<file path="config.mk">
export PLATFORM = sky130hd
export DESIGN_NAME = spi_fifo_regs
export DESIGN_NICKNAME = d
export VERILOG_FILES = /design/src/rtl/spi_fifo_pkg.sv /design/src/rtl/spi_frame_queue.sv /design/src/rtl/spi_wm_irq.sv /design/src/rtl/spi_fifo_regs.sv
export SDC_FILE = /design/constraint.sdc
export NUM_CORES = 1
export LEC_CHECK = 0
export ABC_CLOCK_PERIOD_IN_PS = 3810
export BUFFER_PORTS_ARGS = -buffer_cell sky130_fd_sc_hd__buf_4
export CAP_MARGIN = 20
export CORE_UTILIZATION = 45
export DETAILED_ROUTE_END_ITERATION = 7
export PLACE_DENSITY = 0.74
export SYNTH_ARGS = -nofsm -noshare
export SYNTH_HDL_FRONTEND = slang
export SYNTH_SLANG_ARGS = --single-unit
</file>
<file path="constraint.sdc">
create_clock -name clk -period 3.81 [get_ports clk]
set_clock_uncertainty 0.05 [all_clocks]
set_input_delay 0.1905 -clock clk [delete_from_list [all_inputs] [get_ports clk]]
set_output_delay 0.1905 -clock clk [all_outputs]
set_load 0.01 [all_outputs]
</file>
<file path="src/rtl/spi_fifo_pkg.sv">
package spi_fifo_pkg;

  typedef enum logic [2:0] {
    RIX_TXD = 3'd0,
    RIX_RXD = 3'd1,
    RIX_TXM = 3'd2,
    RIX_RXM = 3'd3,
    RIX_IE  = 3'd4,
    RIX_IP  = 3'd5
  } reg_ix_t;

  localparam int REG_W    = 32;
  localparam int FLAG_BIT = 31;
  localparam int PEND_TX  = 0;
  localparam int PEND_RX  = 1;

  // transmit side wants service while it runs below its mark
  function automatic logic tx_low(input int unsigned cnt, input int unsigned mark);
    return cnt < mark;
  endfunction

  // receive side wants service once it rises above its mark
  function automatic logic rx_high(input int unsigned cnt, input int unsigned mark);
    return cnt > mark;
  endfunction

  // next pointer value with wrap at an arbitrary depth
  function automatic int unsigned ptr_next(input int unsigned p, input int unsigned depth);
    return (p == depth - 1) ? 0 : p + 1;
  endfunction

endpackage

</file>
<file path="src/rtl/spi_frame_queue.sv">
module spi_frame_queue #(
  parameter int DEPTH = 8,
  parameter int WIDTH = 8,
  localparam int PTR_W = (DEPTH > 1) ? $clog2(DEPTH) : 1,
  localparam int CNT_W = $clog2(DEPTH + 1)
) (
  input  logic             clk,
  input  logic             rst_n,
  input  logic             push,
  input  logic [WIDTH-1:0] push_data,
  input  logic             pop,
  output logic [WIDTH-1:0] head,
  output logic [CNT_W-1:0] count,
  output logic             full,
  output logic             empty
);
  import spi_fifo_pkg::*;

  logic [WIDTH-1:0] store [DEPTH];
  logic [PTR_W-1:0] wr_ptr, rd_ptr;
  logic             push_ok, pop_ok;

  assign full    = (count == CNT_W'(DEPTH));
  assign empty   = (count == '0);
  assign push_ok = push && !full;
  assign pop_ok  = pop && !empty;
  assign head    = store[rd_ptr];

  always_ff @(posedge clk or negedge rst_n) begin
    if (!rst_n) begin
      wr_ptr <= '0;
      rd_ptr <= '0;
      count  <= '0;
    end else begin
      if (push_ok) wr_ptr <= PTR_W'(ptr_next(32'(wr_ptr), DEPTH));
      if (pop_ok)  rd_ptr <= PTR_W'(ptr_next(32'(rd_ptr), DEPTH));
      case ({push_ok, pop_ok})
        2'b10:   count <= count + 1'b1;
        2'b01:   count <= count - 1'b1;
        default: count <= count;
      endcase
    end
  end

  for (genvar i = 0; i < DEPTH; i++) begin : g_slot
    always_ff @(posedge clk or negedge rst_n) begin
      if (!rst_n) store[i] <= '0;
      else if (push_ok && wr_ptr == PTR_W'(i)) store[i] <= push_data;
    end
  end

endmodule

</file>
<file path="src/rtl/spi_wm_irq.sv">
module spi_wm_irq #(
  parameter int CNT_W = 4
) (
  input  logic [CNT_W-1:0] tx_count,
  input  logic [CNT_W-1:0] rx_count,
  input  logic [CNT_W-1:0] tx_mark,
  input  logic [CNT_W-1:0] rx_mark,
  input  logic [1:0]       irq_en,
  output logic [1:0]       pend,
  output logic             irq
);
  import spi_fifo_pkg::*;

  always_comb begin
    pend          = '0;
    pend[PEND_TX] = tx_low(32'(tx_count), 32'(tx_mark));
    pend[PEND_RX] = rx_high(32'(rx_count), 32'(rx_mark));
  end

  assign irq = |(pend & irq_en);

endmodule

</file>
<file path="src/rtl/spi_fifo_regs.sv">
module spi_fifo_regs #(
  parameter int DEPTH   = 8,
  parameter int FRAME_W = 8,
  localparam int CNT_W  = $clog2(DEPTH + 1)
) (
  input  logic               clk,
  input  logic               rst_n,
  input  logic               reg_wr,
  input  logic               reg_rd,
  input  logic [2:0]         reg_addr,
  input  logic [31:0]        reg_wdata,
  output logic [31:0]        reg_rdata,
  output logic               eng_tx_valid,
  output logic [FRAME_W-1:0] eng_tx_data,
  input  logic               eng_tx_pop,
  input  logic               eng_rx_push,
  input  logic [FRAME_W-1:0] eng_rx_data,
  output logic               eng_rx_ready,
  output logic               irq
);
  import spi_fifo_pkg::*;

  // named internal events, used by the bound checker
  logic               tx_wr_req, rx_rd_req;
  logic               tx_full, tx_empty, rx_full, rx_empty;
  logic [CNT_W-1:0]   tx_count, rx_count;
  logic [CNT_W-1:0]   tx_mark, rx_mark;
  logic [1:0]         irq_en, pend;
  logic [FRAME_W-1:0] rx_head;
  logic               unused_wdata;

  assign tx_wr_req    = reg_wr && (reg_addr == RIX_TXD);
  assign rx_rd_req    = reg_rd && (reg_addr == RIX_RXD);
  assign unused_wdata = ^reg_wdata;

  spi_frame_queue #(.DEPTH(DEPTH), .WIDTH(FRAME_W)) u_txq (
    .clk(clk), .rst_n(rst_n),
    .push(tx_wr_req), .push_data(reg_wdata[FRAME_W-1:0]),
    .pop(eng_tx_pop), .head(eng_tx_data),
    .count(tx_count), .full(tx_full), .empty(tx_empty)
  );

  spi_frame_queue #(.DEPTH(DEPTH), .WIDTH(FRAME_W)) u_rxq (
    .clk(clk), .rst_n(rst_n),
    .push(eng_rx_push), .push_data(eng_rx_data),
    .pop(rx_rd_req), .head(rx_head),
    .count(rx_count), .full(rx_full), .empty(rx_empty)
  );

  assign eng_tx_valid = !tx_empty;
  assign eng_rx_ready = !rx_full;

  always_ff @(posedge clk or negedge rst_n) begin
    if (!rst_n) begin
      tx_mark <= CNT_W'(1);
      rx_mark <= '0;
      irq_en  <= '0;
    end else if (reg_wr) begin
      case (reg_addr)
        RIX_TXM: tx_mark <= reg_wdata[CNT_W-1:0];
        RIX_RXM: rx_mark <= reg_wdata[CNT_W-1:0];
        RIX_IE:  irq_en  <= reg_wdata[1:0];
        default: ;
      endcase
    end
  end

  spi_wm_irq #(.CNT_W(CNT_W)) u_wm (
    .tx_count(tx_count), .rx_count(rx_count),
    .tx_mark(tx_mark), .rx_mark(rx_mark),
    .irq_en(irq_en), .pend(pend), .irq(irq)
  );

  always_comb begin
    reg_rdata = '0;
    case (reg_addr)
      RIX_TXD: reg_rdata[FLAG_BIT] = tx_full;
      RIX_RXD: begin
        if (rx_empty) reg_rdata[FLAG_BIT] = 1'b1;
        else          reg_rdata[FRAME_W-1:0] = rx_head;
      end
      RIX_TXM: reg_rdata[CNT_W-1:0] = tx_mark;
      RIX_RXM: reg_rdata[CNT_W-1:0] = rx_mark;
      RIX_IE:  reg_rdata[1:0] = irq_en;
      RIX_IP:  reg_rdata[1:0] = pend;
      default: ;
    endcase
  end

endmodule

</file>
## After elaboration in Yosys (flattened, before gate mapping)

Index checks and enable logic that the tools add are counted.

| storage, ports and cells | value |
|---|---|
| bits in registers | 158 |
| input port bits | 49 |
| output and inout port bits | 43 |
| word-level logic and storage cells | 122 |

| cells by class | value |
|---|---|
| $add $sub $neg | 8 |
| order comparisons | 4 |
| equal/unequal tests | 27 |
| mux-type cells | 18 |
| bitwise logic cells | 3 |
| reduce and logical (&&, ||, !) cells | 37 |

Operator list:

| kind | number |
|---|---|
| 8-bit binary-select mux with 3-bit select | 2 |
| 8-bit 2-to-1 mux | 5 |
| 3-bit == test, second input constant | 12 |
| 1-bit logical AND | 22 |
| 3-bit by 2-bit == test with 1-bit output, second input constant | 6 |
| 4-bit case mux with 2 select lines | 2 |
| 3-bit by 1-bit adder with 3-bit output, second input constant | 4 |
| 3-bit 2-to-1 mux | 4 |
| 2-bit case mux with 5 select lines | 1 |
| 3-bit by 1-bit == test with 1-bit output, second input constant | 3 |
| 3-bit zero test | 3 |
| 4-bit by 1-bit adder with 4-bit output, second input constant | 2 |
| 4-bit == test, second input constant | 2 |
| 4-bit >= comparator, second input constant | 2 |
| 4-bit zero test | 2 |
| 3-bit NOT with 4-bit output | 2 |
| 4-bit by 1-bit subtractor with 4-bit output, second input constant | 2 |
| 2-bit case mux with 3 select lines | 1 |
| 2-bit AND reduction | 3 |
| 2-bit by 1-bit == test with 1-bit output, second input constant | 2 |
| 2-bit == test, second input constant | 2 |
| 4-bit greater-than comparator | 1 |
| 1-bit zero test | 4 |
| 4-bit < comparator | 1 |
| other kinds (6) | 7 |

## Depth between registers and ports, before layout

| depth | value |
|---|---|
| depth in word-level cells | 6 |
| mapped depth | 12 |
| depth with buffers taken out | 10 |

## Cells and area by module

A second synthesis with hierarchy kept.

| unflattened totals | value |
|---|---|
| cell total of the unflattened synthesis | 576 |
| area total of the unflattened synthesis | 8369.3 sq um |

Modules (own cells, without submodules):

| module | times used | cells each | area each (sq um) | seq. area each (sq um) |
|---|---|---|---|---|
| spi_frame_queue (u_rxq) | 1 | 238 | 3674.8 | 1851.8 |
| spi_frame_queue (u_txq) | 1 | 236 | 3671.0 | 1851.8 |
| spi_fifo_regs | 1 | 75 | 815.8 | 251.5 |
| spi_wm_irq | 1 | 27 | 207.7 | 0.0 |

## Worst setup path after synthesis

OpenSTA, ideal clock, no wires.

| timing | value |
|---|---|
| kind | register to register |
| start point | register u_txq.count[1] |
| end point | register u_txq.count[3] |
| arrival time | 2488 ps |
| required time | 3644 ps |
| slack | 1157 ps |
| stages on the path, launching flop included | 11 |
| path buffers | 2 |
| period minus slack after synthesis | 2653 ps |
| cells stage by stage | dfrtp_1 > or4b_1 > and4_4 > buf_6 > buf_6 > inv_1 > ha_1 > ha_1 > a21oi_1 > o21ai_0 > o311ai_0 |

| between the ends | value |
|---|---|
| longest elaborated chain between the ends | 5 |
| elaborated cells between the ends (all ways) | 12 |

RTL lines:

| element | line | RTL |
|---|---|---|
| start, declared | spi_frame_queue.sv:13 | `output logic [CNT_W-1:0] count,` |
| start signal, assigned | spi_frame_queue.sv:38 | `2'b10: count <= count + 1'b1;` |
| start signal, assigned | spi_frame_queue.sv:39 | `2'b01: count <= count - 1'b1;` |
| start signal, assigned | spi_frame_queue.sv:40 | `default: count <= count;` |
| 4-bit == test / 4-bit zero test (equally long branches) | spi_frame_queue.sv:23, spi_frame_queue.sv:24 |  |
| 1-bit zero test, on equally long branches | spi_frame_queue.sv:25, spi_frame_queue.sv:26 |  |
| 1-bit logical AND, on equally long branches | spi_frame_queue.sv:25, spi_frame_queue.sv:26 |  |
| 2-bit by 1-bit == test with 1-bit output / 2-bit == test (equally long branches) | spi_frame_queue.sv:37 | `case ({push_ok, pop_ok})` |
| 4-bit case mux with 2 select lines / 2-bit nonzero test (equally long branches) | n/a |  |

Parallel ways exist; a longest one is shown, timed or not.
A chain may end at the register's enable or synchronous reset.

## Worst setup path in the final report

Same ends and word-level chain as after synthesis.

==> flow_metrics.py <==
metrics = {
    "critical_path": {
        "crit_path_max_incr_delay_ns": 0.60,
        "crit_fanout": 15,
        "cp_slowest_cell": "or4b_1",
        "arrival_ns": 3.12,
        "cp-end-kind": "flop",
        "crit_chain": "or4b_1 > and4_4 > inv_1 > ha_1 > ha_1 > a21oi_1 > o21ai_0 > o311ai_0",
        "cp-start-kind": "flop",
        "cp_top_family": "simple AND/OR/NAND/NOR gates",
        "critPathRequiredTime_ns": 4.06,
        "r2r_cells": 8,
        "cp_common_cell": "ha_1",
        "cp.depth": 8,
        "worstSetupPathType": "flop to flop",
        "worst-path-buf-inv": 1,
    },
    "die": {
        "die_w_um": 136,
        "placementRows": 48,
        "die_area_mm2": 0.0185,
        "initial_core_util_pct": 46.4,
        "die_y_um": 136,
        "core_area_mm2": 0.0174,
        "io_pins": 92,
    },
    "routing": {
        "wirelength_mm": 15.9,
        "wl_per_cell_um": 18.6,
        "via_per_inst": 5.45,
        "first_pass_iters": 5,
        "ant_nets": 0,
        "drc": 0,
        "vias": 4670,
        "drt_iter0_drc": 206,
    },
    "cts": {
        "cts_buffers": 17,
        "clock_insertion_delay_worst_skew_ns": 0.43,
        "clk_pin_slew_ns": 0.06,
        "clock-sinks": 158,
        "cts_tree": "done",
        "root_buffer": "clkbuf_16",
        "htreeDepth": 4,
        "clockBufferDepth": 2,
    },
    "worst_hold_path": {
        "hold_depth": 2,
        "hp-class": "input port to flop",
    },
    "synth": {
        "synth_ff_type": "dfrtp_1",
        "ys_ff_latch": 158,
        "synth_area_per_cell_um2": 14.2,
        "syn_inst": 568,
        "async_flop_share_pct": 100,
        "syn-cell-area_mm2": 0.00807,
        "yosysTopAreaCell": "dfrtp_1",
        "synth_common_cells": "dfrtp_1 (157), mux2_2 (94), mux4_2 (32), ha_1 (29), mux2_1 (28)",
        "seq_area_frac_synth_pct": 49.0,
        "yosysWarnings": 0,
        "yosys.cell_types.count": 52,
        "synth_edf_count": 0,
        "synth_top_area_share_pct": 48.7,
        "synthTopCellsByArea": "dfrtp_1 (49%), mux2_2 (13%), mux4_2 (8.9%)",
        "synthMostInstantiatedCell": "dfrtp_1",
    },
    "timing": {
        "tns_ns": 0,
        "setup_viol": 0,
        "tightest_slew_ns": 0.870,
        "slew_violations": 0,
        "fin_crit_ns": 2.87,
        "relSlewSlack_pct": 42.0,
        "rsz0062_at_grt": "no",
        "hold_viol_final": 0,
        "holdWs_ns": 0.00421,
        "max_freq_mhz": 349,
        "finalCritPeriodShare_pct": 75.3,
    },
    "final_layout": {
        "fillers": 1432,
        "fin_nets": 698,
        "fin_cells": 857,
        "drive_gt1_share_pct": 39.9,
        "area_growth_syn_to_layout_pct": 13.5,
        "antenna_cells": 0,
        "design_area_mm2": 0.00917,
    },
    "power_and_ir_drop": {
        "powerDensity_mw_per_mm2": 798,
        "ir_worst_vdd_mv": 0.499,
        "power.leakage_nw": 4.22,
        "total_power_mw": 7.32,
    },
    "global_routing": {
        "use_met2_pct": 33.2,
        "grt_start_max_net_pins": 96,
        "top_usage_layer": "met2",
        "use_met1_pct": 23.1,
        "track_usage_pct": 19.0,
        "antenna_found_initial": 0,
        "overflow": 0,
        "use_met3_pct": 4.25,
        "grt_pass1_wl_mm": 26.4,
        "grt_pass1_vias": 5106,
    },
    "placed_design": {
        "io_buffer_count": 44,
        "globalplace.congestion": 0.790,
        "dpl-instance-area_mm2": 0.00850,
        "numPlacedInstances": 816,
        "hpwl_mm": 10.6,
    },
    "run": {
        "drv_cap": 0,
    },
    "status": {
        "outcome": "finished clean",
    },
}
cells in the final DEF (no fill, tap or decap), types with 6 or more instances in the layout:
| cell | n |
|---|---|
| nand2_1 | 13 |
| mux2_4 | 24 |
| inv_1 | 22 |
| dfrtp_1 | 157 |
| mux2_1 | 28 |
| nor2_1 | 12 |
| mux2_2 | 94 |
| dlygate4sd3_1 | 9 |
| nor3_1 | 6 |
| o21ai_0 | 14 |
| clkbuf_16 | 17 |
| mux4_2 | 32 |
| mux2i_1 | 12 |
| nand3_2 | 9 |
| ha_1 | 29 |
| conb_1 | 23 |
| buf_4 | 48 |
| a21oi_1 | 7 |
power breakdown:
part	internal, mW	total [mW]	switching [mW]	leakage [nW]
sequential	2.45	3.04	0.588	1.99
clock	0.979	1.67	0.690	0.282
combinational	1.58	2.61	1.03	1.95
path summary, 6_finish.rpt:
check                           startpoint              end  slack, ns
min reg2reg                u_rxq.store[36]  u_rxq.store[36]       0.44
min in group asynchronous            rst_n   u_txq.count[1]       0.38
max in group asynchronous            rst_n       tx_mark[0]       2.36
max                         u_txq.count[1]   u_txq.count[3]       0.94
min                         eng_rx_data[5]  u_rxq.store[37]      0.004
max reg2reg                 u_txq.count[1]   u_txq.count[3]       0.94
kinds of logic after synthesis:
family | share of synthesized area, %
buffers and inverters | 5.01
adder cells (fa/ha/maj) | 4.74
other | 0.0464
flip-flops | 49.0
XOR/XNOR | 0.759
multiplexers | 31.9
AO/OA/AOI/OAI | 2.77
AND/OR/NAND/NOR | 5.80
cell type report:
type,instances,area [um2],share of cell area [%]
Tap cell,225,282,3.07
Timing Repair Buffer,58,462,5.04
Multi-Input combinational cell,360,3800,41.4
Inverter,24,90.1,0.983
Clock buffer,18,439,4.79
Clock inverter,14,143,1.56
Sequential cell,158,3960,43.1
metal layers:
| metal | wire [um] | vias up |
|---|---|---|
| li1 | - | 2128 |
| met1 | 6860 | 2451 |
| met2 | 8330 | 78 |
| met3 | 541 | 13 |
| met4 | 167 | 0 |
| met5 | 0 | - |
timing repair:
item | in CTS | in global routing
setup buffers | 0 | 0
hold buffers | 9 | 0
endpoints found under the hold margin | 106 | 0
setup endpoints to repair | 0 | 0
gates resized for setup | 0 | 0
state kept, by name, summed over array words and instances, names as in the netlist:
name	flops
u_rxq.store	64
u_txq.wr_ptr	3
irq_en	2
u_txq.store	64
u_rxq.count	4
u_rxq.rd_ptr	3
tx_mark	4
u_rxq.wr_ptr	3
u_txq.count	4
u_txq.rd_ptr	3
rx_mark	4
through the flow:
stage | worst slack (ns) | utilization [%]
after CTS | 0.935 | 52.6
after detailed placement | 0.928 | 48.8
after floorplan | 1.16 | -
after global routing | 0.730 | 52.6
final | 0.941 | 52.6
after global placement | 1.09 | 48.8
No activity file was read; power rests on OpenSTA's default activity.
